$ cat config.mk
export PLATFORM = sky130hd
export DESIGN_NAME = nn_src_addr_gen
export DESIGN_NICKNAME = d
export VERILOG_FILES = /design/src/rtl/nnag_pkg.sv /design/src/rtl/nnag_axis_mac.sv /design/src/rtl/nnag_round.sv /design/src/rtl/nnag_addr.sv /design/src/rtl/nn_src_addr_gen.sv
export SDC_FILE = /design/constraint.sdc
export NUM_CORES = 2
export LEC_CHECK = 0
export BUFFER_PORTS_ARGS = -buffer_cell sky130_fd_sc_hd__clkbuf_2
export CORE_MARGIN = 2
export CORE_UTILIZATION = 60
export DETAILED_ROUTE_END_ITERATION = 6
export PLACE_DENSITY_LB_ADDON = 0.15
export SKIP_CTS_REPAIR_TIMING = 1
export SLEW_MARGIN = 20
export SYNTH_ARGS = -nofsm -noshare
export SYNTH_HDL_FRONTEND = slang
export SYNTH_SLANG_ARGS = --single-unit
export TNS_END_PERCENT = 20
$ cat constraint.sdc
create_clock -name clk_i -period 7.26 [get_ports clk_i]
set_input_delay 0.363 -clock clk_i [delete_from_list [all_inputs] [get_ports clk_i]]
set_output_delay 0.363 -clock clk_i [all_outputs]
set_load 0.05 [all_outputs]
$ cat src/rtl/nnag_pkg.sv
`timescale 1ns/1ps
package nnag_pkg;
  localparam int NUM_AX = 2;

  typedef enum int {
    AX_ROW = 0,
    AX_COL = 1
  } axis_e;

  function automatic int axis_limit(axis_e ax, int h, int w);
    return (ax == AX_ROW) ? h : w;
  endfunction
endpackage

$ cat src/rtl/nnag_axis_mac.sv
`timescale 1ns/1ps
// Two stages: products, then sum with the anchor shifted into fixed point.
module nnag_axis_mac #(
  parameter int COEF_W = 18,
  parameter int EDGE_W = 12,
  parameter int VTX_W  = 12,
  parameter int FRAC_W = 9,
  localparam int PROD_W = COEF_W + EDGE_W,
  localparam int SUM_W  = PROD_W + 2
) (
  input  logic                     clk_i,
  input  logic                     rst_ni,
  input  logic signed [COEF_W-1:0] y0_i,
  input  logic signed [COEF_W-1:0] y1_i,
  input  logic signed [EDGE_W-1:0] e0_i,
  input  logic signed [EDGE_W-1:0] e1_i,
  input  logic signed [VTX_W-1:0]  vtx_i,
  output logic signed [SUM_W-1:0]  q_o
);
  logic signed [PROD_W-1:0] p0_q, p1_q;
  logic signed [VTX_W-1:0]  vtx_q;

  always_ff @(posedge clk_i or negedge rst_ni) begin
    if (!rst_ni) begin
      p0_q  <= '0;
      p1_q  <= '0;
      vtx_q <= '0;
    end else begin
      p0_q  <= PROD_W'(y0_i) * PROD_W'(e0_i);
      p1_q  <= PROD_W'(y1_i) * PROD_W'(e1_i);
      vtx_q <= vtx_i;
    end
  end

  always_ff @(posedge clk_i or negedge rst_ni) begin
    if (!rst_ni) q_o <= '0;
    else         q_o <= SUM_W'(p0_q) + SUM_W'(p1_q) + (SUM_W'(vtx_q) <<< FRAC_W);
  end
endmodule

$ cat src/rtl/nnag_round.sv
`timescale 1ns/1ps
// Round half up (floor(q+0.5)) and range-check against [0, LIMIT).
module nnag_round #(
  parameter int SUM_W  = 32,
  parameter int FRAC_W = 9,
  parameter int LIMIT  = 480,
  localparam int RND_W = SUM_W - FRAC_W
) (
  input  logic                    clk_i,
  input  logic                    rst_ni,
  input  logic signed [SUM_W-1:0] q_i,
  output logic signed [RND_W-1:0] rnd_o,
  output logic                    oor_o
);
  localparam logic signed [SUM_W-1:0] HALF  = SUM_W'(2 ** (FRAC_W - 1));
  localparam logic signed [RND_W-1:0] LIM_S = RND_W'(LIMIT);

  logic signed [SUM_W-1:0] biased;
  logic signed [RND_W-1:0] rnd_d;
  logic                    oor_d;

  always_comb begin
    biased = q_i + HALF;
    rnd_d  = RND_W'(biased >>> FRAC_W);
    oor_d  = rnd_d[RND_W-1] | (rnd_d >= LIM_S);
  end

  always_ff @(posedge clk_i or negedge rst_ni) begin
    if (!rst_ni) begin
      rnd_o <= '0;
      oor_o <= 1'b0;
    end else begin
      rnd_o <= rnd_d;
      oor_o <= oor_d;
    end
  end
endmodule

$ cat src/rtl/nnag_addr.sv
`timescale 1ns/1ps
// Final stage: raster address, zeroed when either axis is off-frame.
module nnag_addr #(
  parameter int SRC_W  = 640,
  parameter int SRC_H  = 480,
  parameter int RND_W  = 23,
  parameter int ADDR_W = 19,
  localparam int ROW_W = $clog2(SRC_H),
  localparam int COL_W = $clog2(SRC_W)
) (
  input  logic                    clk_i,
  input  logic                    rst_ni,
  input  logic signed [RND_W-1:0] row_i,
  input  logic signed [RND_W-1:0] col_i,
  input  logic                    oor_row_i,
  input  logic                    oor_col_i,
  output logic signed [RND_W-1:0] row_o,
  output logic signed [RND_W-1:0] col_o,
  output logic                    oor_o,
  output logic [ADDR_W-1:0]       addr_o
);
  logic [ROW_W-1:0]  row_lo;
  logic [COL_W-1:0]  col_lo;
  logic [ADDR_W-1:0] base;
  logic              oor_d;
  logic [ADDR_W-1:0] addr_d;

  assign row_lo = row_i[ROW_W-1:0];
  assign col_lo = col_i[COL_W-1:0];

  generate
    if (SRC_W == 640) begin : g_shift
      // 640 = 512 + 128
      assign base = (ADDR_W'(row_lo) << 9) + (ADDR_W'(row_lo) << 7);
    end else begin : g_mult
      assign base = ADDR_W'(row_lo) * ADDR_W'(SRC_W);
    end
  endgenerate

  always_comb begin
    oor_d  = oor_row_i | oor_col_i;
    addr_d = oor_d ? '0 : base + ADDR_W'(col_lo);
  end

  always_ff @(posedge clk_i or negedge rst_ni) begin
    if (!rst_ni) begin
      row_o  <= '0;
      col_o  <= '0;
      oor_o  <= 1'b0;
      addr_o <= '0;
    end else begin
      row_o  <= row_i;
      col_o  <= col_i;
      oor_o  <= oor_d;
      addr_o <= addr_d;
    end
  end
endmodule

$ cat src/rtl/nn_src_addr_gen.sv
`timescale 1ns/1ps
module nn_src_addr_gen
  import nnag_pkg::*;
#(
  parameter int COEF_W = 18,
  parameter int EDGE_W = 12,
  parameter int VTX_W  = 12,
  parameter int FRAC_W = 9,
  parameter int SRC_W  = 640,
  parameter int SRC_H  = 480,
  localparam int SUM_W  = COEF_W + EDGE_W + 2,
  localparam int RND_W  = SUM_W - FRAC_W,
  localparam int ADDR_W = $clog2(SRC_W * SRC_H)
) (
  input  logic                     clk_i,
  input  logic                     rst_ni,
  input  logic                     valid_i,
  input  logic signed [COEF_W-1:0] y0_i,
  input  logic signed [COEF_W-1:0] y1_i,
  input  logic signed [VTX_W-1:0]  vr_i,
  input  logic signed [VTX_W-1:0]  vc_i,
  input  logic signed [EDGE_W-1:0] er0_i,
  input  logic signed [EDGE_W-1:0] er1_i,
  input  logic signed [EDGE_W-1:0] ec0_i,
  input  logic signed [EDGE_W-1:0] ec1_i,
  output logic                     valid_o,
  output logic signed [RND_W-1:0]  row_o,
  output logic signed [RND_W-1:0]  col_o,
  output logic                     oor_o,
  output logic [ADDR_W-1:0]        addr_o
);
  localparam int PIPE_D = 4;

  logic signed [EDGE_W-1:0] e0_a  [NUM_AX];
  logic signed [EDGE_W-1:0] e1_a  [NUM_AX];
  logic signed [VTX_W-1:0]  vtx_a [NUM_AX];
  logic signed [SUM_W-1:0]  q_a   [NUM_AX];
  logic signed [RND_W-1:0]  rnd_a [NUM_AX];
  logic                     oor_a [NUM_AX];
  logic [PIPE_D-1:0]        vld_q;

  assign e0_a[AX_ROW]  = er0_i;
  assign e1_a[AX_ROW]  = er1_i;
  assign vtx_a[AX_ROW] = vr_i;
  assign e0_a[AX_COL]  = ec0_i;
  assign e1_a[AX_COL]  = ec1_i;
  assign vtx_a[AX_COL] = vc_i;

  generate
    for (genvar g = 0; g < NUM_AX; g++) begin : g_axis
      nnag_axis_mac #(
        .COEF_W(COEF_W), .EDGE_W(EDGE_W), .VTX_W(VTX_W), .FRAC_W(FRAC_W)
      ) mac_i (
        .clk_i (clk_i),
        .rst_ni(rst_ni),
        .y0_i  (y0_i),
        .y1_i  (y1_i),
        .e0_i  (e0_a[g]),
        .e1_i  (e1_a[g]),
        .vtx_i (vtx_a[g]),
        .q_o   (q_a[g])
      );

      nnag_round #(
        .SUM_W (SUM_W),
        .FRAC_W(FRAC_W),
        .LIMIT (axis_limit(axis_e'(g), SRC_H, SRC_W))
      ) rnd_i (
        .clk_i (clk_i),
        .rst_ni(rst_ni),
        .q_i   (q_a[g]),
        .rnd_o (rnd_a[g]),
        .oor_o (oor_a[g])
      );
    end
  endgenerate

  nnag_addr #(
    .SRC_W(SRC_W), .SRC_H(SRC_H), .RND_W(RND_W), .ADDR_W(ADDR_W)
  ) addr_i (
    .clk_i    (clk_i),
    .rst_ni   (rst_ni),
    .row_i    (rnd_a[AX_ROW]),
    .col_i    (rnd_a[AX_COL]),
    .oor_row_i(oor_a[AX_ROW]),
    .oor_col_i(oor_a[AX_COL]),
    .row_o    (row_o),
    .col_o    (col_o),
    .oor_o    (oor_o),
    .addr_o   (addr_o)
  );

  // Valid rides alongside the data, no stall path.
  always_ff @(posedge clk_i or negedge rst_ni) begin
    if (!rst_ni) vld_q <= '0;
    else         vld_q <= {vld_q[PIPE_D-2:0], valid_i};
  end

  assign valid_o = vld_q[PIPE_D-1];
endmodule

==> summary.txt <==
Global route
  • Pin count of the biggest net entering global routing: 163
  • Total track usage: 27.3%
  • Global route overflow: 0
  • Via count of the first global-routing pass: 31615
  • Global-route wire length before repair: 161000 um
  • Initial antenna violation count: 8

Floorplan
  • Chip Height: around 270 um
  • Core Area: a little over 70000 sq um
  • Die area: approximately 74000 sq um
  • Width of the die: 272 um
  • Row count: 98
  • Initial core utilization: 60.4%
  • IO Count: ~180

STA
  • Endpoints failing hold: 0
  • Final min period: 5.57 ns
  • Setup Skew: 0.0327 ns
  • Finish-stage setup viols: 0
  • Crit share post-route: 76.8%
  • Max Fclk: 179 MHz
  • Slew margin rel.: 27.3%
  • Total negative slack: 0 ns
  • Slew Limit Fails: 0
  • RSZ-0062 raised after global routing: no
  • Tightest Pin Transition: roughly 1.1 ns

Worst setup path
  • Reg2Reg Setup Slack: 3.94 ns
  • CP required: a little under 8 ns
  • Critical Path Fanout Max: 24
  • Startpoint Class: input pin
  • Worst setup EP type: register
  • Arrival time of the worst setup path: 6.02 ns
  • WS Path Type: in2reg

Finish
  • Share of layout cells above drive strength 1: just over 6%
  • Synth-to-layout area growth: 7.01%
  • Fillcell total: 5834
  • Final nets: 5782
  • Most frequent cells in the layout: inv_1, fa_1, nand2_1
  • Commonest non-fill, non-tap cell in the layout: inv_1

Synth
  • Synthesized area: 43100 sq um
  • Async set-or-reset flop fraction in the synthesized netlist: 100%
  • Mapped Nets: 5686
  • Area leader, netlist: fa_1
  • Sequential area share after synthesis: 18.0%
  • Mapped Cells: 4394
  • #FFs+latches synth: 310
  • Syn Area/Cell: 9.80 sq um
  • Synth Warn #: 0
  • Main flop type after synthesis: dfrtp_1
  • Synth cell types: 82
  • Number of synthesized flops with an enable pin: 0
  • Top-area cell type share of the netlist area: 38.9%
  • Top cells by area, synth: fa_1, dfrtp_1, ha_1

Routing
  • Routed Wire Length: 95000 um
  • Antenna viol nets, final: 0
  • 1st-iter DRT viols: 1825
  • Via density per instance: approximately 5.4
  • Vias: 29601
  • Number of remaining DRC errors: 0
  • DR WL/cell: 17.4 um
  • Detailed Routing Iterations Pass 1: 7

Outcome
  • Status: complete, no violations

Run
  • Max-cap viol count: 0

Clock network
  • Root Buffer: clkbuf_16
  • Cts bufs inserted: 34
  • CTS tree: yes
  • CTS Sinks: a little over 300
  • H-tree level count: 2
  • CTS max path bufs: 3
  • Worst-path clk slew: 0.06 ns
  • Clock latency on the worst-skew pair: 0.55 ns

Placement
  • HPWL after detailed placement: 76200 um
  • IO buf count: 177
  • RePlAce Congestion: 0.903

Worst hold path
  • Hold WC Path Type: reg2reg
==> path summary, 6_finish.rpt <==
check | start | end | cells past startpoint
setup / recovery | y0_i[7] | g_axis[1].mac_i.p0_q[29] | 19
hold / removal | g_axis[0].rnd_i.rnd_o[10] | addr_i.row_o[10] | 0
setup reg to reg | g_axis[0].mac_i.vtx_q[11] | g_axis[0].mac_i.q_o[31] | 9
hold reg to reg | g_axis[0].rnd_i.rnd_o[10] | addr_i.row_o[10] | 0
max in group asynchronous | rst_ni | g_axis[0].mac_i.p0_q[14] | 3
min in group asynchronous | rst_ni | g_axis[1].rnd_i.rnd_o[20] | 2
==> kinds of logic (layout without fill, tap and decap cells) <==
| kind of cell | after synthesis | count (layout) | synth area share (%) |
|---|---|---|---|
| simple gates | 1212 | 1212 | 13.2 |
| other cells | 0 | 6 | 0 |
| buf+inv | 1102 | 1224 | 9.61 |
| xor+xnor | 204 | 204 | 4.15 |
| flops | 310 | 310 | 18.0 |
| compound gates | 382 | 382 | 6.01 |
| mux | 3 | 3 | 0.0697 |
| fa+ha+maj | 1181 | 1181 | 48.9 |
==> per-layer routing <==
metal	vias to the layer above	track usage, %	wire, um
met5	-	0	25
met4	4	8.34	2670
met3	174	2.74	5100
met2	833	45.9	46700
met1	15167	38.0	40400
li1	13423	-	-
==> sequential cells by signal, summed over array words and instances (netlist names), 2 cells and up <==
signal              flops
g_axis.mac_i.p0_q      60
vld_q                   4
addr_i.row_o           23
g_axis.mac_i.q_o       48
addr_i.addr_o          19
g_axis.rnd_i.oor_o      2
g_axis.mac_i.vtx_q     24
g_axis.mac_i.p1_q      60
addr_i.col_o           23
g_axis.rnd_i.rnd_o     46
==> worst max-delay path: stages <==
cell      delay, ns
clkbuf_2       0.48
nand2_1        0.19
fa_1           0.58
inv_1          0.06
fa_1           0.56
fa_1           0.46
fa_1           0.50
inv_1          0.05
fa_1           0.47
inv_1          0.04
ha_1           0.33
and3_1         0.20
and3_1         0.19
o211ai_1       0.13
nand3_1        0.16
o311ai_1       0.51
a21oi_1        0.25
a2111o_1       0.41
o211ai_1       0.09
==> through the flow <==
stage | worst slack (ns) | std cells | hold slack, ns | cell area, sq um | utilization, %
finish | 1.69 | 5472 | 0.323 | 46100 | 64.7
global route | 1.41 | 5471 | 0.333 | 46100 | 64.7
CTS | 1.78 | 5440 | -0.204 | 45800 | 64.3
detailed placement | 1.22 | 5378 | 0.335 | 44600 | 62.7
global placement | 1.32 | 5378 | 0.331 | 44600 | 62.7
floorplan | 1.60 | 4394 | 0.0674 | 43100 | -
==> synthesized netlist by cell type (5+ instances only) <==
library cell and count:
dfrtp_1 310, o31ai_1 5, nand3_1 38, o211ai_1 17, a31o_2 6, nor2b_1 13
xnor2_1 146, o21a_1 19, a31oi_1 7, ha_1 345, and3_1 21, or2_2 6
and2_1 289, nor3_1 36, o21bai_1 13, nand4_1 14, clkbuf_1 144, nor4_1 8
inv_1 949, a211oi_1 15, nand2b_1 27, nor2_1 128, or3_1 8, nand2_1 605
a21o_1 57, a21oi_1 112, xor2_1 58, fa_1 836, a211o_1 7, o21ai_0 57
==> cell type report <==
cell class                      count  area (sq um)  area share (%)
Antenna cell                        6          15.0          0.0326
Clock buffer                       38           896            1.94
Inverter                          952          3570            7.76
Timing Repair Buffer              210          1220            2.65
Multi-Input combinational cell   2982         31200            67.6
Tap cell                          950          1190            2.58
Clock inverter                     24           265           0.576
Sequential cell                   310          7760            16.8
Power is not shown: default switching activity piles up to over one toggle a cycle in this logic, so the estimate is an artifact.
